--- src/rtl/qs_pkg.sv ---
package qs_pkg;
  typedef enum logic [1:0] {
    CNT_1X = 2'd0,
    CNT_2X = 2'd1,
    CNT_4X = 2'd2
  } cnt_mode_e;

  typedef enum logic [1:0] {
    EV_NONE  = 2'd0,
    EV_EDGE  = 2'd1,
    EV_INDEX = 2'd2,
    EV_FRAME = 2'd3
  } ev_kind_e;

  localparam int unsigned MASK_EDGE  = 0;
  localparam int unsigned MASK_INDEX = 1;
  localparam int unsigned MASK_FRAME = 2;
endpackage

--- src/rtl/qs_sync.sv ---
module qs_sync #(
  parameter int unsigned W      = 3,
  parameter int unsigned STAGES = 2
) (
  input  logic         clk,
  input  logic         rst_n,
  input  logic [W-1:0] d_in,
  output logic [W-1:0] d_out
);
  logic [W-1:0] chain [STAGES];

  generate
    for (genvar s = 0; s < STAGES; s++) begin : g_stage
      always_ff @(posedge clk or negedge rst_n) begin
        if (!rst_n) chain[s] <= '0;
        else if (s == 0) chain[s] <= d_in;
        else chain[s] <= chain[(s == 0) ? 0 : s-1];
      end
    end
  endgenerate

  assign d_out = chain[STAGES-1];
endmodule

--- src/rtl/qs_quad.sv ---
module qs_quad
  import qs_pkg::*;
#(
  parameter int unsigned POS_W  = 16,
  parameter int unsigned SETTLE = 3
) (
  input  logic             clk,
  input  logic             rst_n,
  input  logic             a_s,
  input  logic             b_s,
  input  logic             z_s,
  input  logic [1:0]       mode,
  input  logic [1:0]       idx_state,
  output logic [POS_W-1:0] position,
  output logic [POS_W-1:0] pos_next,
  output logic             step_ev,
  output logic             index_ev,
  output logic             index_seen,
  output logic             quad_err
);
  localparam int unsigned SW = $clog2(SETTLE + 1);

  logic [SW-1:0] settle_q;
  logic          armed;
  logic          a_p, b_p, z_p;
  logic          a_chg, b_chg, illegal, cnt_en, fwd;
  cnt_mode_e     mode_e;

  assign armed  = (settle_q == SW'(SETTLE));
  assign mode_e = cnt_mode_e'(mode);
  assign a_chg  = a_s ^ a_p;
  assign b_chg  = b_s ^ b_p;
  assign illegal = armed & a_chg & b_chg;

  always_comb begin
    unique case (mode_e)
      CNT_1X: begin
        cnt_en = armed & a_chg & a_s & ~b_chg;
        fwd    = (a_s != b_s);
      end
      CNT_2X: begin
        cnt_en = armed & a_chg & ~b_chg;
        fwd    = (a_s != b_s);
      end
      default: begin
        cnt_en = armed & (a_chg ^ b_chg);
        fwd    = a_chg ? (a_s != b_s) : (b_s == a_s);
      end
    endcase
  end

  assign index_ev = armed & z_s & ~z_p & ({a_s, b_s} == idx_state);
  assign step_ev  = cnt_en;

  always_comb begin
    if (index_ev)    pos_next = '0;
    else if (cnt_en) pos_next = fwd ? position + 1'b1 : position - 1'b1;
    else             pos_next = position;
  end

  always_ff @(posedge clk or negedge rst_n) begin
    if (!rst_n) begin
      settle_q   <= '0;
      a_p        <= 1'b0;
      b_p        <= 1'b0;
      z_p        <= 1'b0;
      position   <= '0;
      index_seen <= 1'b0;
      quad_err   <= 1'b0;
    end else begin
      if (!armed) settle_q <= settle_q + 1'b1;
      a_p      <= a_s;
      b_p      <= b_s;
      z_p      <= z_s;
      position <= pos_next;
      if (index_ev) index_seen <= 1'b1;
      if (illegal)  quad_err   <= 1'b1;
    end
  end
endmodule

--- src/rtl/qs_timebase.sv ---
module qs_timebase #(
  parameter int unsigned TS_W = 32
) (
  input  logic            clk,
  input  logic            rst_n,
  input  logic            sync_pulse,
  input  logic [TS_W-1:0] sync_value,
  output logic [TS_W-1:0] tmr_now
);
  always_ff @(posedge clk or negedge rst_n) begin
    if (!rst_n)          tmr_now <= '0;
    else if (sync_pulse) tmr_now <= sync_value;
    else                 tmr_now <= tmr_now + 1'b1;
  end
endmodule

--- src/rtl/qs_capture.sv ---
module qs_capture
  import qs_pkg::*;
#(
  parameter int unsigned POS_W = 16,
  parameter int unsigned TS_W  = 32
) (
  input  logic             clk,
  input  logic             rst_n,
  input  logic [2:0]       cap_mask,
  input  logic             step_ev,
  input  logic             index_ev,
  input  logic             frame_ev,
  input  logic [TS_W-1:0]  tmr_now,
  input  logic [POS_W-1:0] pos_next,
  output logic             cap_valid,
  output logic [TS_W-1:0]  cap_time,
  output logic [POS_W-1:0] cap_pos,
  output logic [1:0]       cap_kind
);
  ev_kind_e kind_sel;

  always_comb begin
    if (index_ev && cap_mask[MASK_INDEX])      kind_sel = EV_INDEX;
    else if (frame_ev && cap_mask[MASK_FRAME]) kind_sel = EV_FRAME;
    else if (step_ev && cap_mask[MASK_EDGE])   kind_sel = EV_EDGE;
    else                                       kind_sel = EV_NONE;
  end

  always_ff @(posedge clk or negedge rst_n) begin
    if (!rst_n) begin
      cap_valid <= 1'b0;
      cap_time  <= '0;
      cap_pos   <= '0;
      cap_kind  <= EV_NONE;
    end else begin
      cap_valid <= (kind_sel != EV_NONE);
      if (kind_sel != EV_NONE) begin
        cap_time <= tmr_now;
        cap_pos  <= pos_next;
        cap_kind <= kind_sel;
      end
    end
  end
endmodule

--- src/rtl/quad_stamp_unit.sv ---
module quad_stamp_unit #(
  parameter int unsigned POS_W       = 16,
  parameter int unsigned TS_W        = 32,
  parameter int unsigned SYNC_STAGES = 2
) (
  input  logic             clk,
  input  logic             rst_n,
  input  logic             enc_a,
  input  logic             enc_b,
  input  logic             enc_z,
  input  logic [1:0]       count_mode,
  input  logic [1:0]       idx_state,
  input  logic [2:0]       cap_mask,
  input  logic             frame_done,
  input  logic             sync_pulse,
  input  logic [TS_W-1:0]  sync_value,
  output logic [POS_W-1:0] position,
  output logic             cap_valid,
  output logic [TS_W-1:0]  cap_time,
  output logic [POS_W-1:0] cap_pos,
  output logic [1:0]       cap_kind,
  output logic             index_seen,
  output logic             quad_err
);
  localparam int unsigned SETTLE = SYNC_STAGES + 1;

  logic [2:0]       abz_s;
  logic [POS_W-1:0] pos_next;
  logic             step_ev, index_ev;
  logic [TS_W-1:0]  tmr_now;

  qs_sync #(.W(3), .STAGES(SYNC_STAGES)) u_sync (
    .clk(clk), .rst_n(rst_n),
    .d_in({enc_z, enc_b, enc_a}), .d_out(abz_s)
  );

  qs_quad #(.POS_W(POS_W), .SETTLE(SETTLE)) u_quad (
    .clk(clk), .rst_n(rst_n),
    .a_s(abz_s[0]), .b_s(abz_s[1]), .z_s(abz_s[2]),
    .mode(count_mode), .idx_state(idx_state),
    .position(position), .pos_next(pos_next),
    .step_ev(step_ev), .index_ev(index_ev),
    .index_seen(index_seen), .quad_err(quad_err)
  );

  qs_timebase #(.TS_W(TS_W)) u_time (
    .clk(clk), .rst_n(rst_n),
    .sync_pulse(sync_pulse), .sync_value(sync_value), .tmr_now(tmr_now)
  );

  qs_capture #(.POS_W(POS_W), .TS_W(TS_W)) u_cap (
    .clk(clk), .rst_n(rst_n), .cap_mask(cap_mask),
    .step_ev(step_ev), .index_ev(index_ev), .frame_ev(frame_done),
    .tmr_now(tmr_now), .pos_next(pos_next),
    .cap_valid(cap_valid), .cap_time(cap_time),
    .cap_pos(cap_pos), .cap_kind(cap_kind)
  );
endmodule

--- config.mk ---
export PLATFORM = sky130hd
export DESIGN_NAME = quad_stamp_unit
export DESIGN_NICKNAME = d
export VERILOG_FILES = /design/src/rtl/qs_pkg.sv /design/src/rtl/qs_sync.sv /design/src/rtl/qs_quad.sv /design/src/rtl/qs_timebase.sv /design/src/rtl/qs_capture.sv /design/src/rtl/quad_stamp_unit.sv
export SDC_FILE = /design/constraint.sdc
export NUM_CORES = 1
export LEC_CHECK = 0
export BUFFER_PORTS_ARGS = -buffer_cell sky130_fd_sc_hd__buf_2
export CAP_MARGIN = 40
export CELL_PAD_IN_SITES_DETAIL_PLACEMENT = 0
export CELL_PAD_IN_SITES_GLOBAL_PLACEMENT = 2
export CORE_ASPECT_RATIO = 0.9
export CORE_UTILIZATION = 33
export DETAILED_ROUTE_END_ITERATION = 16
export HOLD_SLACK_MARGIN = 0.12
export MAX_ROUTING_LAYER = met4
export PLACE_DENSITY_LB_ADDON = 0.2
export SYNTH_ARGS = -nofsm -noshare
export SYNTH_HDL_FRONTEND = slang
export SYNTH_SLANG_ARGS = --single-unit
export TNS_END_PERCENT = 20
--- constraint.sdc ---
create_clock -name clk -period 3.92 [get_ports clk]
set_clock_uncertainty 0.15 [all_clocks]
set_input_delay 0.784 -clock clk [delete_from_list [all_inputs] [get_ports clk]]
set_output_delay 0.784 -clock clk [all_outputs]
set_load 0.01 [all_outputs]
Word level (Yosys, flattened, before mapping):

Index checks and enable logic that the tools add are counted.

* bits in registers: 112
* word-level logic and storage cells: 53
* output and inout port bits: 69

* bitwise logic cells: 14
* reductions and logical operators: 6
* $add $sub $neg: 4
* muxes and demuxes: 10
* equal/unequal tests: 5

Operator list (number)
* 16-bit two-way mux: 3
* 32-bit by 1-bit adder with 32-bit output, second input constant: 1
* 32-bit two-way mux: 1
* 16-bit by 1-bit adder with 16-bit output, second input constant: 1
* 16-bit by 1-bit subtractor with 16-bit output, second input constant: 1
* 1-bit AND: 9
* 2-bit two-way mux: 2
* 1-bit logical AND: 3
* 1-bit two-way mux: 3
* 1-bit XOR: 3
* 2-bit by 1-bit adder with 2-bit output, second input constant: 1
* 2-bit by 1-bit equality test with 1-bit output, second input constant: 1
* 2-bit equality test: 1
* 2-bit equality test, second input constant: 1
* 2-bit logical NOT: 1
* 1-bit inverter: 2
* 1-bit case mux with 2 select lines: 1
* 2-bit nonzero test: 1
* 2-bit OR reduction: 1
* 1-bit equality test: 1
* 1-bit != test: 1

Logic depth before layout (Yosys ltp):

* depth after elaboration: 10
* depth in mapped cells: 13

Hierarchy:

Synthesis repeated with hierarchy kept, for this count alone.

* cells, all modules: 490
* area total of the unflattened synthesis: 5310.1 um^2

By module, submodules not included
* qs_capture: area an instance 1889.3 um^2, seq. area each 1276.2 um^2, times used 1, cells an instance 110
* qs_timebase: area an instance 1793.0 um^2, seq. area each 800.8 um^2, times used 1, cells an instance 205
* qs_quad: area an instance 1455.1 um^2, seq. area each 575.6 um^2, times used 1, cells an instance 166
* qs_sync: area an instance 172.7 um^2, seq. area each 150.1 um^2, times used 1, cells an instance 9

Worst setup path before layout:

Ideal clock, no wire load.

* path kind: input-to-reg
* start: in count_mode[1]
* end: reg u_cap.cap_pos[10]
* arrival time: 3.111 ns
* slack: 0.534 ns
* buffers on the path: 1
* cell stages on the path: 12
* cell sequence: nor2b_1 > nor3_1 > nor2_1 > xnor2_1 > ha_1 > or4_1 > buf_2 > or4_4 > a211oi_2 > o21ai_1 > xor2_1 > o21ai_1

* word-level cells in the longest chain between the ends: 7
* elaborated cells between the ends (all ways): 13
* classes of those cells: eq/ne: 1; mux: 8; reduce/logical: 4

Ends and longest elaborated chain
* start, declared: line quad_stamp_unit.sv:11 `input logic [1:0] count_mode,`
* 2-bit by 1-bit equality test with 1-bit output or 2-bit logical NOT (tied branches): line qs_quad.sv:36 `unique case (mode_e)`
* 1-bit case mux with 2 select lines: line qs_quad.sv:36
* 1-bit logical AND: line qs_capture.sv:25 `else if (step_ev && cap_mask[MASK_EDGE]) kind_sel = EV_EDGE;`
* 1-bit two-way mux: line qs_capture.sv:25
* 2-bit two-way mux: line qs_capture.sv:24 `else if (frame_ev && cap_mask[MASK_FRAME]) kind_sel = EV_FRAME;`
* 2-bit two-way mux: line qs_capture.sv:23 `if (index_ev && cap_mask[MASK_INDEX]) kind_sel = EV_INDEX;`
* 2-bit nonzero test: line qs_capture.sv:37 `if (kind_sel != EV_NONE) begin`
* end signal, assigned: line qs_capture.sv:39 `cap_pos <= pos_next;`
* end, declared: line qs_capture.sv:17 `output logic [POS_W-1:0] cap_pos,`

Several ways; a longest one is shown, not always the timed one.
A chain may end at the register's enable or synchronous reset.

Final worst setup path:

* start: in count_mode[1]
* end: reg u_cap.cap_pos[6]

The elaborated chain is that of the path after synthesis.

==> metrics.md <==
| Metric | Value |
|---|---|
| Status | `finished clean` |
| IO Count | `about 120` |
| WL final | `13,530 um` |
| Tcrit/Tclk final | `0.7896` |
| Setup Fix Bufs, Post-CTS | `0` |
| Root Driver | `clkbuf_16` |
| Average wire per standard cell | `around 16 um` |
| CTS Buf Count | `9` |
| CTS tree | `done` |
| Top-count cell post-synth | `nand2_1` |
| Share of cells above drive strength 1 | `0.2444` |
| Top post-synthesis cells by area | `dfrtp_1 53%, nand2_1 10%, xor2_1 4.3%` |
| Compound-Gate Fraction of Synth Area | `0.1012` |
| Reg clk slew, reported paths | `approximately 0.08 ns` |
| Synth top cells by count | `146 x nand2_1, 112 x dfrtp_1, 44 x o21ai_0` |
| Layout Cells excl Fill | `slightly below 900` |
| Ys Warns | `0` |
| Max incr delay on CP | `roughly 0.46 ns` |
| Die Y | `approximately 120 um` |
| Peak supply drop | `0.3115 mV` |
| Mapped Nets | `between 600 and 700` |
| Antenna violations before repair | `0` |
| Mapped cell area | `around 5300 um^2` |
| Critical Path, Cell by Cell | `buf_2 > nor2b_1 > o21a_1 > nor2_1 > xnor2_1 > ha_1 > or4_1 > buf_4 > a2111oi_0 > o21ai_0 > xor2_1 > o21ai_1` |
| Cts hold-fix bufs | `0` |
| Power, Total | `around 3.5 mW` |
| Hold Crit Class | `reg -> reg` |
| GRT Overall Usage | `0.1794` |
| Family with the most delay on the worst path | `simple AND/OR/NAND/NOR gates` |
| Yosys top cell area share | `0.5335` |
| Buf/Inv on CP | `2` |
| I/O Buffers | `114` |
| Worst skew pair latency | `about 0.35 ns` |
| Clock tree buffer depth | `2` |
| Setup TNS | `0 ns` |
| Starting Density | `0.3391` |
| Max-slew headroom | `0.5144` |
| Vias/cell | `about 4.9` |
| Die W | `about 140 um` |
| Final-report hold violation count | `0` |
| Antenna Cells | `0` |
| CP startpoint kind | `input port` |
| # resized after CTS | `0` |
| Global-route wire length before repair | `22,110 um` |
| NumNets Final | `between 700 and 800` |
| Crit path DAT | `3.17 ns` |
| Fin. max-slew vios | `0` |
| Max_cap viols | `0` |
| Vias in the first global route | `roughly 4,200` |
| Synth Register Bits | `roughly 110` |
| Largest net degree at the start of global routing | `52` |
| DR DRC count | `0` |
| Sequential fraction of the synthesis area | `0.5335` |
| Syn-to-layout area delta | `20.79%` |
| Final setup fails | `0` |
| Total Die Area | `16,430 um^2` |
| XOR/XNOR Fraction of Synth Area | `0.08788` |
| DRT antenna net count | `0` |
| Htree depth | `3` |
| Initial DRC Count | `about 250` |
| Lkg Pwr | `slightly below 3 nW` |
| Crit-path slowest cell | `or4_1` |
| PwrDens | `approximately 560 nW/um^2` |
| Grt total ovfl | `0` |
| Dpl cells | `853` |
| R2R Setup Slk | `roughly 0.84 ns` |
| Highest clock rate | `roughly 320 MHz` |
| Detailed-placement wirelength estimate | `9491 um` |
| EDFF count, synth | `0` |
| Synth Area in Simple Gates | `0.2205` |
| Vias | `around 4,200` |
| Routability cong. | `between 0.8 and 0.9` |
| Largest family of logic cells by synthesized area | `simple AND/OR/NAND/NOR gates` |
| Synth area leader | `dfrtp_1` |
| Tightest Pin Transition | `roughly 0.73 ns` |
| Ys async rst share | `1.000` |
| CP Capture Type | `flop` |
| WP data required | `around 4.0 ns` |
| Synth Flop Type | `dfrtp_1` |
| Synthesized instance count | `556` |
| Synth Area per Inst | `9.449 um^2` |
| Crit-path max FO | `5` |
| First-pass DRT Iterations | `4` |
| Crit path kind | `in -> reg` |
| Post-synthesis mux area share | `0.01643` |
| Rows | `43` |
| Distinct cells, synth | `between 50 and 60` |
| Core area | `~15,000 um^2` |
| Fin crit period | `around 3.1 ns` |
| RSZ-0062 raised after global routing | `false` |
| Clock sinks | `between 100 and 150` |
| Adder-Cell Fraction of Synth Area | `0.007145` |
[worst paths after layout]
check	start	end	cells past startpoint
max in group asynchronous	rst_n	u_time.tmr_now[30]$_DFF_PN0_	3
hold / removal	u_sync.chain[3]$_DFF_PN0_	u_sync.d_out[0]$_DFF_PN0_	0
setup reg to reg	u_sync.d_out[0]$_DFF_PN0_	u_cap.cap_pos[6]$_DFFE_PN0P_	11
min in group asynchronous	rst_n	u_sync.chain[4]$_DFF_PN0_	1
hold reg to reg	u_sync.chain[3]$_DFF_PN0_	u_sync.d_out[0]$_DFF_PN0_	0
setup / recovery	count_mode[1]	u_cap.cap_pos[6]$_DFFE_PN0P_	12
[state kept, by name (all words and copies together) (netlist names)]
| signal | flops |
|---|---|
| u_quad.position | 16 |
| u_cap.cap_kind | 2 |
| u_sync.d_out | 3 |
| u_quad.a_p | 1 |
| u_time.tmr_now | 32 |
| u_cap.cap_valid | 1 |
| u_cap.cap_pos | 16 |
| u_sync.chain | 3 |
| u_quad.z_p | 1 |
| u_quad.settle_q | 2 |
| u_quad.b_p | 1 |
| u_quad.quad_err | 1 |
| u_cap.cap_time | 32 |
| u_quad.index_seen | 1 |
[where the power goes]
group          switching, mW  leakage [nW]  internal (mW)
logic                  0.565          1.42          0.416
clock network          0.447         0.133          0.439
registers              0.270          1.38           1.40
[routing by layer]
metal	global-route usage	wire, um
met1	0.2520	6750
met2	0.2610	5998
met3	0.04536	688
met4	0.03581	91
met5	-	0
[worst register-to-register path: cells and delay by family (launching register included)]
kind	cells	cell delay [ns]
AO/OA/AOI/OAI	3	0.59
XOR/XNOR	2	0.29
adder cells (fa/ha/maj)	1	0.22
buffers and inverters	1	0.18
flip-flops	1	0.50
AND/OR/NAND/NOR	4	1.04
[cell families (layout without fill, tap and decap cells)]
group           after synthesis  in the layout
flops                       112            112
buf+inv                      39            150
fa+ha+maj                     3              3
xor+xnor                     51             51
simple gates                254            254
compound gates               89             89
mux                           8              8
[final cells by class]
class / instances / area [um^2]
clock buffers: 9 / 225.2
clock inverters: 7 / 55.05
fillers: 1624 / 9149
inverters: 9 / 33.78
multi-input cells: 405 / 2288
flip-flops and latches: 112 / 2803
well taps: 202 / 252.7
repair buffers: 125 / 688.2
[cells in the final DEF, fill, tap and decap left out, drive strengths merged, types with 4 or more instances in the layout]
master / synthesis / routed
nand2: 146 / 146
buf: 12 / 125
dfrtp: 112 / 112
o21ai: 60 / 60
nor2: 32 / 32
xor2: 26 / 26
xnor2: 24 / 24
nand3: 19 / 19
nand4: 13 / 13
inv: 9 / 12
a21oi: 11 / 11
nor3: 11 / 11
clkbuf: 18 / 9
nor4: 8 / 8
or4: 6 / 6
mux2: 5 / 5
a211oi: 5 / 5
a2111oi: 4 / 4
[per-stage QoR]
step	hold WS (ns)	utilization	worst slack, ns	cell area (um^2)
floorplan	0.1812	-	0.5343	5254
global placement	0.1834	0.3897	0.4687	6038
detailed placement	0.1847	0.3915	0.4436	6066
CTS	0.2033	0.4096	0.8130	6346
global route	0.2132	0.4096	0.5647	6346
finish	0.2015	0.4096	0.8247	6346
Note: power is estimated with default switching activity, not from simulation.
